===== config.mk =====
export PLATFORM = sky130hd
export DESIGN_NAME = adc_scan_seq
export DESIGN_NICKNAME = d
export VERILOG_FILES = /design/src/rtl/adc_scan_pkg.sv /design/src/rtl/adc_spi_frame.sv /design/src/rtl/adc_scan_ctrl.sv /design/src/rtl/adc_result_unpack.sv /design/src/rtl/adc_scan_seq.sv
export SDC_FILE = /design/constraint.sdc
export NUM_CORES = 1
export LEC_CHECK = 0
export CORE_ASPECT_RATIO = 1.1
export CORE_UTILIZATION = 40
export DETAILED_ROUTE_END_ITERATION = 8
export GPL_TIMING_DRIVEN = 0
export PLACE_DENSITY_LB_ADDON = 0.15
export RECOVER_POWER = 25
export SYNTH_ARGS = -nofsm -noshare
export SYNTH_HDL_FRONTEND = slang
export SYNTH_SLANG_ARGS = --single-unit

===== constraint.sdc =====
create_clock -name clk_i -period 1.9 [get_ports clk_i]
set_input_delay 0.19 -clock clk_i [delete_from_list [all_inputs] [get_ports clk_i]]
set_output_delay 0.19 -clock clk_i [all_outputs]
set_load 0.05 [all_outputs]

===== src/rtl/adc_scan_pkg.sv =====
package adc_scan_pkg;
  localparam int FRAME_W   = 16;
  localparam int TAG_W     = 4;
  localparam int DATA_W    = 12;
  localparam int RESP_LAG  = 2;
  localparam int BIT_MANUAL = 12;
  localparam int BIT_WRITE  = 11;
  localparam int BIT_CH_LSB = 7;
  localparam int BIT_RANGE  = 6;

  typedef struct packed {
    logic             v;
    logic [TAG_W-1:0] ch;
  } slot_t;

  typedef enum logic [1:0] {SQ_IDLE, SQ_ISSUE, SQ_WAIT} seq_st_e;
  typedef enum logic [1:0] {FE_IDLE, FE_SHIFT, FE_GAP} fe_st_e;

  function automatic logic [FRAME_W-1:0] make_cmd(input logic [TAG_W-1:0] ch, input logic dbl);
    logic [FRAME_W-1:0] w;
    w = '0;
    w[BIT_MANUAL] = 1'b1;
    w[BIT_WRITE]  = 1'b1;
    w[BIT_CH_LSB +: TAG_W] = ch;
    w[BIT_RANGE]  = dbl;
    return w;
  endfunction
endpackage


===== src/rtl/adc_spi_frame.sv =====
module adc_spi_frame
  import adc_scan_pkg::*;
#(
  parameter int CLK_DIV = 4,
  parameter int CS_GAP  = 4
) (
  input  logic               clk_i,
  input  logic               rst_ni,
  input  logic               go_i,
  input  logic [FRAME_W-1:0] tx_i,
  output logic               ready_o,
  output logic               done_o,
  output logic [FRAME_W-1:0] rx_o,
  output logic               sclk_o,
  output logic               cs_no,
  output logic               mosi_o,
  input  logic               miso_i
);
  localparam int DIV_W = $clog2(CLK_DIV) + 1;
  localparam int GAP_W = $clog2(CS_GAP) + 1;
  localparam int CNT_W = $clog2(FRAME_W);
  localparam logic [DIV_W-1:0] DIV_LAST = DIV_W'(CLK_DIV - 1);
  localparam logic [GAP_W-1:0] GAP_LAST = GAP_W'(CS_GAP - 1);
  localparam logic [CNT_W-1:0] BIT_LAST = CNT_W'(FRAME_W - 1);

  fe_st_e             st_q;
  logic [FRAME_W-1:0] tx_sr, rx_sr;
  logic [DIV_W-1:0]   div_q;
  logic [GAP_W-1:0]   gap_q;
  logic [CNT_W-1:0]   bit_q;
  logic               sclk_q, cs_nq, done_q;

  always_ff @(posedge clk_i or negedge rst_ni) begin
    if (!rst_ni) begin
      st_q   <= FE_IDLE;
      tx_sr  <= '0;
      rx_sr  <= '0;
      div_q  <= '0;
      gap_q  <= '0;
      bit_q  <= '0;
      sclk_q <= 1'b0;
      cs_nq  <= 1'b1;
      done_q <= 1'b0;
    end else begin
      done_q <= 1'b0;
      unique case (st_q)
        FE_IDLE: if (go_i) begin
          tx_sr <= tx_i;
          cs_nq <= 1'b0;
          div_q <= '0;
          bit_q <= '0;
          st_q  <= FE_SHIFT;
        end
        FE_SHIFT: begin
          if (div_q == DIV_LAST) begin
            div_q <= '0;
            if (!sclk_q) begin
              sclk_q <= 1'b1;
              rx_sr  <= {rx_sr[FRAME_W-2:0], miso_i};
            end else begin
              sclk_q <= 1'b0;
              if (bit_q == BIT_LAST) begin
                cs_nq  <= 1'b1;
                done_q <= 1'b1;
                gap_q  <= '0;
                st_q   <= FE_GAP;
              end else begin
                bit_q <= bit_q + 1'b1;
                tx_sr <= {tx_sr[FRAME_W-2:0], 1'b0};
              end
            end
          end else begin
            div_q <= div_q + 1'b1;
          end
        end
        FE_GAP: begin
          if (gap_q == GAP_LAST) st_q <= FE_IDLE;
          else gap_q <= gap_q + 1'b1;
        end
        default: st_q <= FE_IDLE;
      endcase
    end
  end

  assign ready_o = (st_q == FE_IDLE);
  assign done_o  = done_q;
  assign rx_o    = rx_sr;
  assign sclk_o  = sclk_q;
  assign cs_no   = cs_nq;
  assign mosi_o  = !cs_nq && tx_sr[FRAME_W-1];
endmodule


===== src/rtl/adc_scan_ctrl.sv =====
module adc_scan_ctrl
  import adc_scan_pkg::*;
#(
  parameter int N_CH = 16
) (
  input  logic               clk_i,
  input  logic               rst_ni,
  input  logic               start_i,
  input  logic [N_CH-1:0]    mask_i,
  input  logic               range_dbl_i,
  input  logic               fe_ready_i,
  input  logic               fe_done_i,
  output logic               fe_go_o,
  output logic [FRAME_W-1:0] fe_tx_o,
  output slot_t              resp_slot_o,
  output logic               busy_o,
  output logic               done_o
);
  localparam int FL_W = $clog2(RESP_LAG + 1);

  seq_st_e          st_q;
  logic [N_CH-1:0]  pend_q;
  logic [FL_W-1:0]  flush_q;
  logic             dbl_q, done_q;
  slot_t            pipe_q [RESP_LAG+1];
  logic [TAG_W-1:0] nxt_ch;
  logic             has_pend;
  slot_t            new_slot;

  // lowest pending channel
  always_comb begin
    nxt_ch = '0;
    for (int i = N_CH - 1; i >= 0; i--) begin
      if (pend_q[i]) nxt_ch = TAG_W'(i);
    end
  end

  assign has_pend = |pend_q;
  assign new_slot = has_pend ? '{v: 1'b1, ch: nxt_ch} : '{v: 1'b0, ch: '0};
  assign fe_go_o  = (st_q == SQ_ISSUE) && fe_ready_i;
  assign fe_tx_o  = has_pend ? make_cmd(nxt_ch, dbl_q) : '0;

  always_ff @(posedge clk_i or negedge rst_ni) begin
    if (!rst_ni) begin
      st_q    <= SQ_IDLE;
      pend_q  <= '0;
      flush_q <= '0;
      dbl_q   <= 1'b0;
      done_q  <= 1'b0;
      for (int i = 0; i <= RESP_LAG; i++) pipe_q[i] <= '0;
    end else begin
      done_q <= 1'b0;
      unique case (st_q)
        SQ_IDLE: if (start_i) begin
          if (mask_i == '0) begin
            done_q <= 1'b1;
          end else begin
            pend_q  <= mask_i;
            flush_q <= FL_W'(RESP_LAG);
            dbl_q   <= range_dbl_i;
            for (int i = 0; i <= RESP_LAG; i++) pipe_q[i] <= '0;
            st_q    <= SQ_ISSUE;
          end
        end
        SQ_ISSUE: if (fe_go_o) begin
          pipe_q[0] <= new_slot;
          for (int i = 1; i <= RESP_LAG; i++) pipe_q[i] <= pipe_q[i-1];
          if (has_pend) pend_q <= pend_q & (pend_q - 1'b1);
          else flush_q <= flush_q - 1'b1;
          st_q <= SQ_WAIT;
        end
        SQ_WAIT: if (fe_done_i) begin
          if (!has_pend && flush_q == '0) begin
            st_q   <= SQ_IDLE;
            done_q <= 1'b1;
          end else begin
            st_q <= SQ_ISSUE;
          end
        end
        default: st_q <= SQ_IDLE;
      endcase
    end
  end

  assign resp_slot_o = pipe_q[RESP_LAG];
  assign busy_o      = (st_q != SQ_IDLE);
  assign done_o      = done_q;
endmodule


===== src/rtl/adc_result_unpack.sv =====
module adc_result_unpack
  import adc_scan_pkg::*;
#(
  parameter int RES_BITS = 12
) (
  input  logic                clk_i,
  input  logic                rst_ni,
  input  logic                strobe_i,
  input  slot_t               slot_i,
  input  logic [FRAME_W-1:0]  rx_i,
  output logic                valid_o,
  output logic [TAG_W-1:0]    ch_o,
  output logic [RES_BITS-1:0] data_o,
  output logic                err_o
);
  logic [RES_BITS-1:0] ext;
  logic [TAG_W-1:0]    tag;

  assign tag = rx_i[FRAME_W-1 -: TAG_W];

  generate
    if (RES_BITS >= DATA_W) begin : g_full
      assign ext = RES_BITS'(rx_i[DATA_W-1:0]);
    end else begin : g_part
      assign ext = rx_i[DATA_W-1 -: RES_BITS];
    end
  endgenerate

  always_ff @(posedge clk_i or negedge rst_ni) begin
    if (!rst_ni) begin
      valid_o <= 1'b0;
      ch_o    <= '0;
      data_o  <= '0;
      err_o   <= 1'b0;
    end else begin
      valid_o <= strobe_i && slot_i.v;
      if (strobe_i && slot_i.v) begin
        ch_o   <= slot_i.ch;
        data_o <= ext;
        err_o  <= (tag != slot_i.ch);
      end
    end
  end
endmodule


===== src/rtl/adc_scan_seq.sv =====
module adc_scan_seq
  import adc_scan_pkg::*;
#(
  parameter int N_CH     = 16,
  parameter int RES_BITS = 12,
  parameter int CLK_DIV  = 4,
  parameter int CS_GAP   = 4
) (
  input  logic                clk_i,
  input  logic                rst_ni,
  input  logic                start_i,
  input  logic [N_CH-1:0]     ch_mask_i,
  input  logic                range_dbl_i,
  output logic                sclk_o,
  output logic                cs_no,
  output logic                mosi_o,
  input  logic                miso_i,
  output logic                res_valid_o,
  output logic [TAG_W-1:0]    res_ch_o,
  output logic [RES_BITS-1:0] res_data_o,
  output logic                res_err_o,
  output logic                busy_o,
  output logic                done_o
);
  logic               fe_go, fe_ready, fe_done;
  logic [FRAME_W-1:0] fe_tx, fe_rx;
  slot_t              resp_slot;

  adc_scan_ctrl #(.N_CH(N_CH)) u_ctrl (
    .clk_i       (clk_i),
    .rst_ni      (rst_ni),
    .start_i     (start_i),
    .mask_i      (ch_mask_i),
    .range_dbl_i (range_dbl_i),
    .fe_ready_i  (fe_ready),
    .fe_done_i   (fe_done),
    .fe_go_o     (fe_go),
    .fe_tx_o     (fe_tx),
    .resp_slot_o (resp_slot),
    .busy_o      (busy_o),
    .done_o      (done_o)
  );

  adc_spi_frame #(.CLK_DIV(CLK_DIV), .CS_GAP(CS_GAP)) u_frame (
    .clk_i   (clk_i),
    .rst_ni  (rst_ni),
    .go_i    (fe_go),
    .tx_i    (fe_tx),
    .ready_o (fe_ready),
    .done_o  (fe_done),
    .rx_o    (fe_rx),
    .sclk_o  (sclk_o),
    .cs_no   (cs_no),
    .mosi_o  (mosi_o),
    .miso_i  (miso_i)
  );

  adc_result_unpack #(.RES_BITS(RES_BITS)) u_unpack (
    .clk_i    (clk_i),
    .rst_ni   (rst_ni),
    .strobe_i (fe_done),
    .slot_i   (resp_slot),
    .rx_i     (fe_rx),
    .valid_o  (res_valid_o),
    .ch_o     (res_ch_o),
    .data_o   (res_data_o),
    .err_o    (res_err_o)
  );
endmodule


== Word level (Yosys, flattened, before mapping) ==
Index checks and enable logic that the tools add are counted.

* Reduce and logical (&&, ||, !) cells: 27
* Muxes and demuxes: 77
* Bitwise operators: 3
* Equal/unequal tests: 21
* Add/sub/neg operators: 5

{| class="wikitable"
|+ Operators with widths
! cell !! count
|-
| 16-bit two-way mux || 8
|-
| 4-bit two-way mux || 20
|-
| 16-bit one-hot mux with 2 select lines || 2
|-
| 15-bit two-way mux || 3
|-
| 15-bit one-hot mux with 2 select lines || 1
|-
| 5-bit AND reduction || 6
|-
| 2-bit two-way mux || 13
|-
| 3-bit two-way mux || 6
|-
| 16-bit AND || 1
|-
| 16-bit zero test || 1
|-
| 16-bit OR reduction || 1
|-
| 16-bit by 1-bit subtractor with 16-bit output (second input constant) || 1
|-
| 1-bit two-way mux || 14
|-
| 2-bit inequality test (second input constant) || 7
|-
| 13-bit two-way mux || 1
|-
| 2-bit by 1-bit inequality test with 1-bit output (second input constant) || 6
|-
| 2-bit one-hot mux with 3 select lines || 2
|-
| 3-bit one-hot mux with 2 select lines || 2
|-
| 4-bit one-hot mux with 2 select lines || 1
|-
| 4-bit AND reduction || 2
|-
| 2-bit nonzero test || 4
|-
| 3-bit by 1-bit adder with 3-bit output (second input constant) || 2
|-
| 3-bit by 2-bit equality test with 1-bit output (second input constant) || 2
|-
| 2-bit zero test || 3
|-
| other kinds (14) || 24
|}

* Register bits after elaboration: 102
* Input port bits: 21
* Output and inout bits: 23
* Word-level logic and storage cells: 157

== Depth between registers and ports, before layout ==
* Depth in word-level cells: 19
* Mapped depth: 7

== By module ==
From an unflattened synthesis, not the netlist that was laid out.

* Cells, all modules: 482
* Area, all modules: 5079.9 sq um

{| class="wikitable"
|+ By module, submodules not included
! module !! cells an instance !! sequential area each (sq um) !! instances !! area each (sq um)
|-
| adc_spi_frame || 200 || 1177.4 || 1 || 2217.1
|-
| adc_scan_ctrl || 238 || 925.9 || 1 || 2129.5
|-
| adc_result_unpack || 44 || 450.4 || 1 || 733.2
|}

== Worst setup path before layout ==
No wires, ideal clock.

* Path type: flip-flop to flip-flop
* Start point: reg u_ctrl.pend_q[8]
* End point: reg u_frame.tx_sr[6]
* Buffers on the path: 1
* Data required time: 1.778 ns
* Slack: -0.109 ns
* Arrival time: 1.887 ns
* Setup time: 0.122 ns
* Cell stages (with the launch flop): 6
* Clock period less this slack: 2.009 ns
* Cells stage by stage: dfrtp_1 or4_1 buf_2 nor4_4 nor2_2 a32o_1

* Word-level cells in the longest chain between the ends: 4

{| class="wikitable"
|+ Ends and longest elaborated chain
! item !! line !! RTL
|-
| start: declaration || adc_scan_ctrl.sv:22 || <nowiki>logic [N_CH-1:0] pend_q;</nowiki>
|-
| start signal: assignment || adc_scan_ctrl.sv:58 || <nowiki>pend_q <= mask_i;</nowiki>
|-
| start signal: assignment || adc_scan_ctrl.sv:68 || <nowiki>if (has_pend) pend_q <= pend_q & (pend_q - 1'b1);</nowiki>
|-
| 16-bit OR reduction || adc_scan_ctrl.sv:38 || <nowiki>assign has_pend = |pend_q;</nowiki>
|-
| 13-bit two-way mux || adc_scan_ctrl.sv:41 || <nowiki>assign fe_tx_o = has_pend ? make_cmd(nxt_ch, dbl_q) : '0;</nowiki>
|-
| 16-bit two-way mux || adc_spi_frame.sv:47 || <nowiki>FE_IDLE: if (go_i) begin</nowiki>
|-
| 16-bit one-hot mux with 2 select lines || adc_spi_frame.sv:46 || <nowiki>unique case (st_q)</nowiki>
|-
| end signal: assignment || adc_spi_frame.sv:48 || <nowiki>tx_sr <= tx_i;</nowiki>
|-
| end signal: assignment || adc_spi_frame.sv:69 || <nowiki>tx_sr <= {tx_sr[FRAME_W-2:0], 1'b0};</nowiki>
|-
| end: declaration || adc_spi_frame.sv:27 || <nowiki>logic [FRAME_W-1:0] tx_sr, rx_sr;</nowiki>
|}

Every way passes these cells. The select of a mux whose other input is x is not followed.
A chain may end at the register's enable or synchronous reset.

== Worst setup path after layout ==
* Start point: reg u_ctrl.pend_q[6]
* End point: reg u_ctrl.flush_q[1]

* Word-level cells in the longest chain between the ends: 3

{| class="wikitable"
|+ Ends and longest elaborated chain
! item !! line !! RTL
|-
| 16-bit OR reduction || adc_scan_ctrl.sv:38 ||
|-
| 2-bit inequality test (no source line) || n/a ||
|-
| 5-bit AND reduction (no source line) || n/a ||
|-
| end signal: assignment || adc_scan_ctrl.sv:59 || <nowiki>flush_q <= FL_W'(RESP_LAG);</nowiki>
|-
| end signal: assignment || adc_scan_ctrl.sv:69 || <nowiki>else flush_q <= flush_q - 1'b1;</nowiki>
|-
| end: declaration || adc_scan_ctrl.sv:23 || <nowiki>logic [FL_W-1:0] flush_q;</nowiki>
|}

Every way passes these cells.

==> results.toml <==
[sta]
timing.final.crit_share_pct = 103
finalSetupViolations = 12
grt_setup_unrepaired = "yes"
final.setup.worst_slack_ps = -61.1
slew_headroom_pct = 17.7
fin_skew_ps = 7.98
timing.fmax_mhz = 510
tightest_slew_ps = 1230
min_period_ps = 1960
slew_violations = 0
hold_violations = 0

[synth]
ys_top_cells_by_count = "dfrtp_1, nand2_1, mux2_2"
ys_top_cells_by_area = "dfrtp_1, mux2_2, nand2_1"
yosysTopAreaCell = "dfrtp_1"
ys_async_sr_fraction_pct = 100
yosysWarnings = 0
yosysMostFrequentCell = "dfrtp_1"
synth_seq_cells = 96
netlist_instances = 391
ys_seq_area_share_pct = 56.1
synth_edf_count = 0
postSynthAreaPerCell_um2 = 11.0
synth_nets = 417
ys.flop_type = "dfrtp_1"
synth_area_um2 = 4290
synth_cell_types = 55
synth.top_cell.area_share_pct = 55.5

[min_path]
hp-class = "in2reg"
hold_depth = 3

[layout]
finalNonFillerCells = 627
n_antenna_cell = 0
final_util_pct = 55.4
fillCellCount = 898
drive_above_1_share_pct = 30.6
syn_to_final_growth_pct = 34.4
fin_nets = 505

[grt]
antenna_found_initial = 0
grt_overflow = 0
grt_pass1_wl_um = 16100
grt_max_degree = 51
track_usage_pct = 18.7
grt_pass1_vias = 3268

[detailed_routing]
antenna_left = 0
num_vias = 3367
dr.max_layer_used = "met4"
drt_first_pass_iters = 6
wirelength_um = 10200
wl_met3_um = 368
drt-met1-wl_um = 4540
wl_met2_um = 5070
via_per_inst = 5.37
drc = 0
drtIter0Drc = 200
routedWlPerCell_um = 16.2

[run]
cap_violations = 0

[power]
p_leak_nw = 2.54
power.density_nw_per_um2 = 770
ir_worst_vdd_v = 0.000390

[setup_path]
cpMostUsedCell = "buf_6"
crit_chain = "or4_4 > nor4_4 > buf_6 > buf_6 > and4_4 > a211oi_2"
cp_data_arrival_time_ps = 2170
rrSetupSlack_ps = -60
slowest_delay_ps = 570
worstRegToRegCells = 6
path_class = "reg2reg"
end_kind = "register"
required_ps = 2110
slowest_stage = "or4_4"
path_max_fanout = 5
start_kind = "register"

[run_status]
outcome = "finished with violations"
violations = "negative setup slack"

[clock_tree]
htree_levels = 3
cts_root_buffer = "clkbuf_16"
cts_buffer_depth = 2
cts_made_buffers = 9
cts.sinks = 96
path_clk_slew_ps = 60
clk_latency_ps = 340
cts_tree = "done"

[die]
dieHeight_um = 111
initial_core_util_pct = 41.2
design.portCount = 44
rows = 39
die_w_um = 101
dieArea_um2 = 11100
fp.coreArea_um2 = 10400

[placed_design]
io_buffers = 43
place_hpwl_um = 6460
dp_cells = 578
gp_congestion = 0.820
## timing repair
action                                  CTS  global route
endpoints found under the hold margin    46             0
hold buffers                              1             0
endpoints found under the setup margin   67            65
setup buffers                            14            20
cloned                                    1             0
resized for setup                        43            50
pin swaps                                16            17
## kinds of logic (layout without fill, tap and decap cells)
| logic type | Yosys count | in the layout | share of synthesized area, % |
|---|---|---|---|
| xor gates and xnor gates | 7 | 7 | 1.43 |
| buffers and inverters | 23 | 115 | 2.13 |
| DFF | 96 | 96 | 56.1 |
| muxes | 35 | 35 | 9.14 |
| and+or+nand+nor | 138 | 139 | 16.2 |
| AOI/OAI and AO/OA | 87 | 87 | 13.6 |
| adders and majority gates | 5 | 5 | 1.46 |
## worst max-delay path: cells and delay by family, from the launching register on
| family | cells | cell delay (ps) |
|---|---|---|
| flops | 1 | 430 |
| buf+inv | 2 | 290 |
| simple gates | 3 | 1070 |
| compound gates | 1 | 40 |
## stage by stage
stage                     hold WS (ps)  cell area [µm²]  setup WS [ps]  setup TNS [ps]  total power, mW
after floorplan                   -106             4290          -48.4            -181             2.25
after global placement             453             4900          -2980         -311490             2.37
after detailed placement           249             4920           -660          -29600             2.38
after CTS                          428             5520          -89.7            -616             4.43
after global routing               444             5760           -137           -1550             4.57
final                              432             5760          -61.1            -373             4.43
## layout make-up
type                       instances  area, µm²  share of cell area (%)
sequential                        96       2420                    42.0
multi-input combinational        273       1990                    34.6
timing repair buffer              79        738                    12.8
inverter                           7       26.3                   0.456
clock buffer                      14        274                    4.76
clock inverter                     2       60.1                    1.04
tap                              143        179                    3.11
buffer                            13       71.3                    1.24
## worst paths after layout
path,endpoint,start
max,u_ctrl.flush_q[1],u_ctrl.pend_q[6]
min in group asynchronous,u_unpack.data_o[6],rst_ni
max in group asynchronous,u_frame.cs_no,rst_ni
min reg2reg,u_frame.tx_sr[15],u_frame.tx_sr[15]
min,u_ctrl.pend_q[11],ch_mask_i[11]
max reg2reg,u_ctrl.flush_q[1],u_ctrl.pend_q[6]
## cells in the final DEF (no fill, tap or decap), types with 5 or more instances in the layout
cell | Yosys | final
mux2_2 | 33 | 33
or4_4 | 2 | 5
nor2_1 | 21 | 19
buf_4 | 0 | 29
o31ai_1 | 5 | 5
o21ai_0 | 31 | 19
buf_6 | 0 | 7
clkdlybuf4s50_1 | 0 | 40
clkbuf_16 | 0 | 9
ha_1 | 5 | 5
o22ai_1 | 10 | 7
a22o_1 | 8 | 8
dfrtp_1 | 95 | 85
o21ai_1 | 1 | 10
nor4_1 | 9 | 6
inv_1 | 7 | 7
nand2_1 | 61 | 57
dfrtp_2 | 0 | 10
nand3_1 | 7 | 7
clkbuf_2 | 0 | 8
## metal layers
metal  vias up  global-route usage [%]
li1       1591                       -
met1      1677                    25.4
met2        80                    29.2
met3        19                    2.41
met4         0                    9.76
met5         -                       0
## state kept, by name, summed over array words and instances (netlist names), 2 cells and up
signal,flops
u_ctrl.flush_q,2
u_ctrl.pend_q,16
u_ctrl.pipe_q,10
u_ctrl.resp_slot_o,5
u_ctrl.st_q,2
u_frame.bit_q,4
u_frame.div_q,3
u_frame.gap_q,3
u_frame.rx_o,16
u_frame.st_q,2
u_frame.tx_sr,10
u_unpack.ch_o,4
u_unpack.data_o,12
## where the power goes
part | internal [mW] | leakage, nW | total (mW) | switching (mW)
clock network | 1.26 | 0.163 | 2.00 | 0.740
logic | 0.153 | 1.18 | 0.304 | 0.151
registers | 2.09 | 1.19 | 2.12 | 0.0382
Note: power is estimated with default switching activity, not from simulation.
